File: src/rtl/bitalias_pkg.sv
package bitalias_pkg;

  typedef enum logic [1:0] {
    ST_IDLE  = 2'd0,
    ST_READ  = 2'd1,
    ST_MODWR = 2'd2,
    ST_RESP  = 2'd3
  } seq_state_e;

  typedef enum logic [1:0] {
    K_PASS_RD  = 2'd0,
    K_PASS_WR  = 2'd1,
    K_ALIAS_RD = 2'd2,
    K_ALIAS_WR = 2'd3
  } req_kind_e;

  // bit index selected by an alias byte offset: one alias word per bit
  function automatic int unsigned alias_bit_index(input int unsigned off,
                                                  input int unsigned dw);
    return (off >> 2) & (dw - 1);
  endfunction

  // byte offset of the backing word: dw alias words (4*dw bytes) per word
  function automatic int unsigned alias_word_byte(input int unsigned off,
                                                  input int unsigned log2_dw);
    return (off >> (2 + log2_dw)) << 2;
  endfunction

  function automatic req_kind_e classify(input logic hit, input logic wr);
    req_kind_e k;
    case ({hit, wr})
      2'b00:   k = K_PASS_RD;
      2'b01:   k = K_PASS_WR;
      2'b10:   k = K_ALIAS_RD;
      default: k = K_ALIAS_WR;
    endcase
    return k;
  endfunction

endpackage

File: src/rtl/bitalias_decode.sv
module bitalias_decode
  import bitalias_pkg::*;
#(
  parameter int unsigned AW         = 16,
  parameter int unsigned DW         = 32,
  parameter int unsigned BACK_BASE  = 32'h0000,
  parameter int unsigned BACK_WORDS = 8,
  parameter int unsigned ALIAS_BASE = 32'h2000
) (
  input  logic [AW-1:0]         addr,
  output logic                  hit,
  output logic [AW-1:0]         word_addr,
  output logic [$clog2(DW)-1:0] bit_idx
);
  localparam int unsigned LOG2_DW     = $clog2(DW);
  localparam int unsigned ALIAS_BYTES = BACK_WORDS * DW * 4;
  localparam int unsigned ALIAS_END   = ALIAS_BASE + ALIAS_BYTES;

  int unsigned a_full;
  int unsigned off;

  always_comb begin
    a_full = 32'(addr);
    hit    = (a_full >= ALIAS_BASE) && (a_full < ALIAS_END);
    off    = a_full - ALIAS_BASE;
    if (hit) begin
      word_addr = AW'(BACK_BASE + alias_word_byte(off, LOG2_DW));
      bit_idx   = LOG2_DW'(alias_bit_index(off, DW));
    end else begin
      word_addr = addr;
      bit_idx   = '0;
    end
  end

endmodule

File: src/rtl/bitalias_merge.sv
module bitalias_merge #(
  parameter int unsigned DW = 32
) (
  input  logic [DW-1:0]         word,
  input  logic [$clog2(DW)-1:0] bit_idx,
  input  logic                  set_val,
  output logic [DW-1:0]         merged,
  output logic [DW-1:0]         picked
);
  logic [DW-1:0] sel_mask;

  always_comb begin
    sel_mask = '0;
    sel_mask[bit_idx] = 1'b1;
    merged = set_val ? (word | sel_mask) : (word & ~sel_mask);
    picked = '0;
    picked[0] = word[bit_idx];
  end

endmodule

File: src/rtl/bitalias_seq.sv
module bitalias_seq
  import bitalias_pkg::*;
#(
  parameter int unsigned AW         = 16,
  parameter int unsigned DW         = 32,
  parameter int unsigned BACK_BASE  = 32'h0000,
  parameter int unsigned BACK_WORDS = 8
) (
  input  logic                  clk,
  input  logic                  rst_n,
  input  logic                  s_valid,
  input  logic                  s_write,
  input  logic [AW-1:0]         s_addr,
  input  logic [DW-1:0]         s_wdata,
  output logic                  s_done,
  output logic [DW-1:0]         s_rdata,
  input  logic                  dec_hit,
  input  logic [AW-1:0]         dec_word_addr,
  input  logic [$clog2(DW)-1:0] dec_bit_idx,
  input  logic [DW-1:0]         mrg_word,
  input  logic [DW-1:0]         mrg_picked,
  output logic [DW-1:0]         held_word,
  output logic [$clog2(DW)-1:0] held_bit,
  output logic                  held_val,
  output logic                  m_valid,
  output logic                  m_write,
  output logic                  m_lock,
  output logic [AW-1:0]         m_addr,
  output logic [DW-1:0]         m_wdata,
  input  logic                  m_ack,
  input  logic [DW-1:0]         m_rdata
);
  localparam int unsigned LOG2_DW  = $clog2(DW);
  localparam int unsigned BACK_END = BACK_BASE + BACK_WORDS * 4;

  seq_state_e           state_q, state_d;
  req_kind_e            kind_q;
  logic [AW-1:0]        addr_q;
  logic [DW-1:0]        wdata_q;
  logic [DW-1:0]        word_q;
  logic [LOG2_DW-1:0]   bit_q;
  logic                 val_q;

  // named internal events, used by the assertions below
  logic ev_accept, ev_rd_ack, ev_wr_ack, ev_atomic;
  assign ev_accept = (state_q == ST_IDLE) && s_valid;
  assign ev_rd_ack = (state_q == ST_READ) && m_ack;
  assign ev_wr_ack = (state_q == ST_MODWR) && m_ack;
  assign ev_atomic = (kind_q == K_ALIAS_WR);

  always_comb begin
    state_d = state_q;
    case (state_q)
      ST_IDLE:  if (s_valid)
                  state_d = (s_write && !dec_hit) ? ST_MODWR : ST_READ;
      ST_READ:  if (m_ack) state_d = ev_atomic ? ST_MODWR : ST_RESP;
      ST_MODWR: if (m_ack) state_d = ST_RESP;
      default:  state_d = ST_IDLE;
    endcase
  end

  always_ff @(posedge clk) begin
    if (!rst_n) begin
      state_q <= ST_IDLE;
      kind_q  <= K_PASS_RD;
      addr_q  <= '0;
      wdata_q <= '0;
      word_q  <= '0;
      bit_q   <= '0;
      val_q   <= 1'b0;
    end else begin
      state_q <= state_d;
      if (ev_accept) begin
        kind_q  <= classify(dec_hit, s_write);
        addr_q  <= dec_word_addr;
        wdata_q <= s_wdata;
        bit_q   <= dec_bit_idx;
        val_q   <= s_wdata[0];
      end
      if (ev_rd_ack) word_q <= m_rdata;
    end
  end

  assign held_word = word_q;
  assign held_bit  = bit_q;
  assign held_val  = val_q;

  always_comb begin
    m_valid = (state_q == ST_READ) || (state_q == ST_MODWR);
    m_write = (state_q == ST_MODWR);
    m_lock  = m_valid && ev_atomic;
    m_addr  = addr_q;
    m_wdata = (state_q == ST_MODWR) ? (ev_atomic ? mrg_word : wdata_q) : '0;
    s_done  = (state_q == ST_RESP);
    case (kind_q)
      K_ALIAS_RD: s_rdata = s_done ? mrg_picked : '0;
      K_PASS_RD:  s_rdata = s_done ? word_q : '0;
      default:    s_rdata = '0;
    endcase
  end

  // a decoded alias hit always lands on an aligned backing word in range
  p_map_in_range_r1: assert property (@(posedge clk) disable iff (!rst_n)
    (ev_accept && dec_hit) |->
      (32'(dec_word_addr) >= BACK_BASE && 32'(dec_word_addr) < BACK_END &&
       dec_word_addr[1:0] == 2'b00));

  // the write-back differs from the fetched word in at most one bit
  p_one_bit_changed_r2: assert property (@(posedge clk) disable iff (!rst_n)
    (m_valid && m_write && ev_atomic) |-> ($countones(m_wdata ^ word_q) <= 1));

  // once raised, the lock holds until the write-back is acknowledged
  p_lock_hold_r4: assert property (@(posedge clk) disable iff (!rst_n)
    (m_lock && !ev_wr_ack) |=> m_lock);

  // a locked write must follow a locked read at the same address
  p_lock_pair_r4: assert property (@(posedge clk) disable iff (!rst_n)
    ev_rd_ack && ev_atomic |=> (m_lock && m_write && $stable(m_addr)));

  // reads and plain accesses never take the lock
  p_no_lock_plain_r5: assert property (@(posedge clk) disable iff (!rst_n)
    (m_valid && !ev_atomic) |-> !m_lock);

  // completion is a single-cycle pulse
  p_done_pulse_r7: assert property (@(posedge clk) disable iff (!rst_n)
    s_done |=> !s_done);

  // an unacknowledged backing request holds steady
  p_req_stable_r7: assert property (@(posedge clk) disable iff (!rst_n)
    (m_valid && !m_ack) |=> (m_valid && $stable(m_addr) && $stable(m_write)));

endmodule

File: src/rtl/bitalias_rmw.sv
module bitalias_rmw
  import bitalias_pkg::*;
#(
  parameter int unsigned AW         = 16,
  parameter int unsigned DW         = 32,
  parameter int unsigned BACK_BASE  = 32'h0000,
  parameter int unsigned BACK_WORDS = 8,
  parameter int unsigned ALIAS_BASE = 32'h2000
) (
  input  logic          clk,
  input  logic          rst_n,
  input  logic          s_valid,
  input  logic          s_write,
  input  logic [AW-1:0] s_addr,
  input  logic [DW-1:0] s_wdata,
  output logic          s_done,
  output logic [DW-1:0] s_rdata,
  output logic          m_valid,
  output logic          m_write,
  output logic          m_lock,
  output logic [AW-1:0] m_addr,
  output logic [DW-1:0] m_wdata,
  input  logic          m_ack,
  input  logic [DW-1:0] m_rdata
);
  localparam int unsigned LOG2_DW = $clog2(DW);

  logic               dec_hit;
  logic [AW-1:0]      dec_word_addr;
  logic [LOG2_DW-1:0] dec_bit_idx;
  logic [DW-1:0]      held_word, mrg_word, mrg_picked;
  logic [LOG2_DW-1:0] held_bit;
  logic               held_val;

  bitalias_decode #(
    .AW(AW), .DW(DW), .BACK_BASE(BACK_BASE),
    .BACK_WORDS(BACK_WORDS), .ALIAS_BASE(ALIAS_BASE)
  ) u_decode (
    .addr      (s_addr),
    .hit       (dec_hit),
    .word_addr (dec_word_addr),
    .bit_idx   (dec_bit_idx)
  );

  bitalias_merge #(.DW(DW)) u_merge (
    .word    (held_word),
    .bit_idx (held_bit),
    .set_val (held_val),
    .merged  (mrg_word),
    .picked  (mrg_picked)
  );

  bitalias_seq #(
    .AW(AW), .DW(DW), .BACK_BASE(BACK_BASE), .BACK_WORDS(BACK_WORDS)
  ) u_seq (
    .clk           (clk),
    .rst_n         (rst_n),
    .s_valid       (s_valid),
    .s_write       (s_write),
    .s_addr        (s_addr),
    .s_wdata       (s_wdata),
    .s_done        (s_done),
    .s_rdata       (s_rdata),
    .dec_hit       (dec_hit),
    .dec_word_addr (dec_word_addr),
    .dec_bit_idx   (dec_bit_idx),
    .mrg_word      (mrg_word),
    .mrg_picked    (mrg_picked),
    .held_word     (held_word),
    .held_bit      (held_bit),
    .held_val      (held_val),
    .m_valid       (m_valid),
    .m_write       (m_write),
    .m_lock        (m_lock),
    .m_addr        (m_addr),
    .m_wdata       (m_wdata),
    .m_ack         (m_ack),
    .m_rdata       (m_rdata)
  );

endmodule

File: config.mk
export PLATFORM = sky130hd
export DESIGN_NAME = bitalias_rmw
export DESIGN_NICKNAME = d
export VERILOG_FILES = /design/src/rtl/bitalias_pkg.sv /design/src/rtl/bitalias_decode.sv /design/src/rtl/bitalias_merge.sv /design/src/rtl/bitalias_seq.sv /design/src/rtl/bitalias_rmw.sv
export SDC_FILE = /design/constraint.sdc
export NUM_CORES = 1
export LEC_CHECK = 0
export ABC_AREA = 1
export BUFFER_PORTS_ARGS = -buffer_cell sky130_fd_sc_hd__buf_2
export CAP_MARGIN = 20
export CELL_PAD_IN_SITES_DETAIL_PLACEMENT = 0
export CELL_PAD_IN_SITES_GLOBAL_PLACEMENT = 1
export CORE_MARGIN = 2
export CORE_UTILIZATION = 32
export DETAILED_ROUTE_END_ITERATION = 12
export GPL_ROUTABILITY_DRIVEN = 1
export PLACE_DENSITY_LB_ADDON = 0.1
export SLEW_MARGIN = 20
export SYNTH_ARGS = -nofsm -noshare
export SYNTH_HDL_FRONTEND = slang
export SYNTH_HIERARCHICAL = 1
export SYNTH_SLANG_ARGS = --single-unit
File: constraint.sdc
create_clock -name clk -period 1.7 [get_ports clk]
set_clock_uncertainty 0.15 [all_clocks]
set_input_delay 0.34 -clock clk [delete_from_list [all_inputs] [get_ports clk]]
set_output_delay 0.34 -clock clk [all_outputs]
set_load 0.02 [all_outputs]
# After elaboration in Yosys (flattened, before gate mapping)
# Index checks and enable logic that the tools add are counted.
# word_totals
ff_bits,90
input_bits,85
output_inout_bits,84
elab_cells,56
# op_classes
add_sub_neg,1
order_cmp,4
n_eq_ne,10
muxes,19
bitwise_logic,3
reduce_logical,12
# op_table
cell,n
$mux 32,4
$pmux 32 s2,1
$and 32x32->32,1
$not 32->32,1
$or 32x32->32,1
$sub 16x14->17 const B,1
$ge 16x14->1 const B,1
$lt 16x14->1 const B,1
$mux 16,1
$pmux 2 s3,2
$eq 2x2->1 const B,5
$mux 2,4
$logic_and 1x1->1,6
$logic_not 2->1,3
$lt 5x6->1 const B,1
$bmux 1 s5,1
$demux 1 s5,1
$ge 5x1->1 const B,1
$mux 5,1
$eq 2x1->1 const B,2
$mux 1,4
$ne 2x2->1 const B,2
$reduce_and 3->1,1
$ne 2x1->1 const B,1
2 further kinds,2

# Logic depth before layout (Yosys ltp)
# depth
word_depth,9
mapped_depth,13
mapped_depth_nobuf,13

# Modules after synthesis
# Netlist, hierarchy kept.
# modules_own_cells
module,instances,cells_per_inst,area_per_inst_um2,seq_area_each_um2
bitalias_seq,1,629,4204.0,1781.7
bitalias_merge,1,233,1137.3,0.0
bitalias_decode,1,78,351.6,0.0

# Worst setup path after synthesis
# No wires, ideal clock.
# synth_timing
path_kind,flip-flop to output port
start,"register u_seq.bit_q[2], in the netlist u_seq/held_bit[2]"
end,output s_rdata[0]
arrival_ps,1652
required_ps,1210
path_slack_ps,-442
path_stages_with_launch,9
path_buffers,1
cell_sequence,dfxtp_1 > buf_2 > nor3_1 > nand2_1 > nand2_1 > nor2_1 > nand2_1 > nand2_1 > o21ai_0
# synth_between
elab_chain_cells,4
# synth_lines
element,line,rtl
start: declaration,bitalias_seq.sv:41,logic [LOG2_DW-1:0] bit_q;
start signal: assignment,bitalias_seq.sv:77,bit_q <= dec_bit_idx;
$bmux 1 s5,bitalias_merge.sv:17,picked[0] = word[bit_idx];
$mux 1 (implied by the code),bitalias_merge.sv:17,
named net mrg_picked[0],bitalias_rmw.sv:31,"logic [DW-1:0] held_word, mrg_word, mrg_picked;"
$mux 1,bitalias_seq.sv:96,K_ALIAS_RD: s_rdata = s_done ? mrg_picked : '0;
$pmux 32 s2,bitalias_seq.sv:95,case (kind_q)
end: declaration,bitalias_rmw.sv:17,"output logic [DW-1:0] s_rdata,"
# The timed path passes the listed nets, and every way through them passes these cells. The select of a mux whose other input is x is not followed.

# Final worst setup path
# layout_timing
start,"register u_seq.bit_q[3], in the netlist u_seq/held_bit[3]"
end,output s_rdata[0]
# The elaborated chain is that of the path after synthesis.

==> results_dict.tcl <==
set metrics [dict create \
    vias_per_cell 4.65 \
    leakage_uw 0.00422 \
    syn-instance-count 940 \
    dieArea_sq_um 18900 \
    globalRouteOverflowTotal 0 \
    period_minus_slack_ns 2.31 \
    rr_startpoint "u_seq/state_q[1]$_SDFFE_PN0P_" \
    cts_buffers 9 \
    ys_warn_count 6 \
    cp.arrival_ns 1.82 \
    ys_seq_area_frac 0.313 \
    num_rows 48 \
    cts.clk_slew.worst_paths_ns 0.06 \
    drc 0 \
    timing.final.ws_setup_ns -0.605 \
    clock_latency_ns 0.35 \
    io_pins 169 \
    hold_start "s_wdata[15]" \
    min_to "u_seq/wdata_q[15]$_SDFFE_PN0P_" \
    p_per_area_nw_per_um2 1270 \
    die_w_um 137 \
    first_global_vias 6377 \
    dp_hpwl_um 15000 \
    r2r-end "u_seq/state_q[0]$_SDFFE_PN0P_" \
    async_flop_share 0 \
    grt_usage 0.218 \
    synthesis.area_sq_um 5690 \
    worstSetupPathType "register to primary output" \
    die_h_um 137 \
    fill_cells 1738 \
    grt_pass1_wl_um 32100 \
    layout_common_cells "nor2_1, nand2_1, buf_2" \
    htreeDepth 3 \
    worstPathRequired_ns 1.21 \
    dp_cells 1391 \
    finalInstanceArea_sq_um 9650 \
    cp-end-kind "primary output" \
    violations "setup timing" \
    hold_buffers 0 \
    relSlewSlack 0.652 \
    setup_viol 68 \
    grt_max_degree 89 \
    coreArea_sq_um 17400 \
    holdWs_ns 0.0754 \
    holdPathStages 3 \
    period_share 1.36 \
    clockRootBuffer "clkbuf_16" \
    antenna_found_initial 0 \
    critPathMaxFanout 7 \
    area_delta_synth_final_pct 69.5 \
    synth_flop_cell "dfxtp_1" \
    detail-route-antenna-nets 0 \
    worst_setup_path_start_kind "register" \
    hp-class "input port to register" \
    clock_path_buffers 2 \
    final_common_cell "nor2_1" \
    hold_viol_final 0 \
    yosysUniqueCellTypes 26 \
    wl_um 21300 \
    tritoncts "yes" \
    dr.first_iter.drc_count 311 \
    r2r_slack_ns 0.03 \
    max_clock_freq_mhz 434 \
    cp-startpoint "u_seq/held_bit[3]$_SDFFE_PN0P_" \
    vias 6701 \
    nNetsFinal 1305 \
    diodes 0 \
    status "finished with violations" \
    ff2ff_path_depth 9 \
    synth.avg_cell_area_sq_um 6.06 \
    gp_congestion 0.828 \
    floorplan.initialDensity 0.328 \
    rsz0062_at_grt "yes" \
    io_buffers 168 \
    power_uw 12200 \
    synth-edff-count 0 \
    drv_slew 0 \
    place_area_sq_um 7750 \
    cts.sinks 89 \
    ys_ff_latch 89 \
    dr.pass1.iters 5 \
    ir_worst_vdd_uv 690 \
    detail_route.wl_per_cell_um 14.8 \
    drive_above_1_share 0.440 \
    maxCapViolations 0 \
    worst_slew_pin_slew_ns 0.521 \
    fin_cells 1440 \
]
-- how the worst max path moves through the flow --
| stage | end | slack, ns | cells after the start |
|---|---|---|---|
| after floorplan | m_wdata[24] | -0.08 | 6 |
| after global placement | m_wdata[23] | -0.35 | 8 |
| after detailed placement | m_wdata[23] | -0.35 | 8 |
| after CTS | m_wdata[27] | -0.62 | 7 |
| after global routing | m_wdata[5] | -0.70 | 8 |
| final | s_rdata[0] | -0.61 | 11 |
-- cells in the mapped netlist (all sizes together) (4+ instances only) --
master,instances,area share
o21ai,162,0.14
inv,42,0.029
clkbuf,24,0.016
buf,67,0.082
a31oi,17,0.019
nor3,4,0.0095
dfxtp,89,0.31
nand3,46,0.040
nor2,273,0.18
nand2,173,0.12
a21oi,30,0.026
ha,9,0.020
-- through the flow --
step / setup TNS (ns) / setup slack (ns) / util
finish: -29.58 / -0.605 / 0.556
floorplan: -1.37 / -0.0822 / -
CTS: -30.32 / -0.619 / 0.523
global placement: -10.44 / -0.351 / 0.446
global route: -34.21 / -0.704 / 0.556
detailed placement: -10.58 / -0.346 / 0.446
-- per-layer routing --
metal  GRT usage  part of all wire  routed length (um)  vias to the layer above
met5           0                 0                   0                        -
met4      0.0401             0.010                 214                        0
met3      0.0475             0.041                 879                       16
met2       0.400              0.51               10900                      120
met1       0.263              0.44                9300                     3033
li1            -                 -                   -                     3532
-- kinds of logic (layout without fill, tap and decap cells) --
kind of cell,count (synthesis),after routing,share of synthesized area
AO/OA/AOI/OAI,209,209,0.187
other,1,31,0.000659
AND/OR/NAND/NOR,498,498,0.351
buffers and inverters,134,379,0.128
flip-flops,89,89,0.313
adder cells (fa/ha/maj),9,9,0.0198
-- sequential cells by signal, indices dropped and copies added (netlist names) --
signal / cells
u_seq/held_word: 32
u_seq/held_bit: 5
u_seq/state_q: 2
u_seq/wdata_q: 32
u_seq/kind_q: 2
u_seq/m_addr: 16
-- power breakdown --
group | leakage, uW | total (uW) | internal, uW | switching [uW]
Combinational | 0.00336 | 7340 | 3230 | 4110
Clock | 0.000130 | 1880 | 1070 | 816
Sequential | 0.000738 | 3030 | 2650 | 385
Total | 0.00422 | 12200 | 6940 | 5310
-- timing repair --
action                     4_1_cts  5_1_grt
setup endpoints to repair       68      126
gates resized for setup        248      125
setup buffers                   20       11
pin swaps                       63       60
gates cloned                     5        4
-- worst max-delay path, cell delays in order, from the launching register on --
cell	delay, ns
dfxtp_4	0.39
buf_6	0.13
nor3_4	0.17
buf_6	0.15
buf_6	0.09
nand2_1	0.04
nand2_1	0.05
nor2_1	0.04
nand2_1	0.07
nand2_2	0.06
o21ai_4	0.15
buf_6	0.14
-- layout make-up --
cell class | instances | area, sq um | share of cell area
flip-flops and latches | 89 | 1810 | 0.187
inverters | 43 | 201 | 0.0209
clock buffers | 15 | 268 | 0.0277
repair buffers | 321 | 2880 | 0.298
multi-input cells | 747 | 4210 | 0.436
well taps | 225 | 282 | 0.0292
Power figures use the tool's default switching activity.
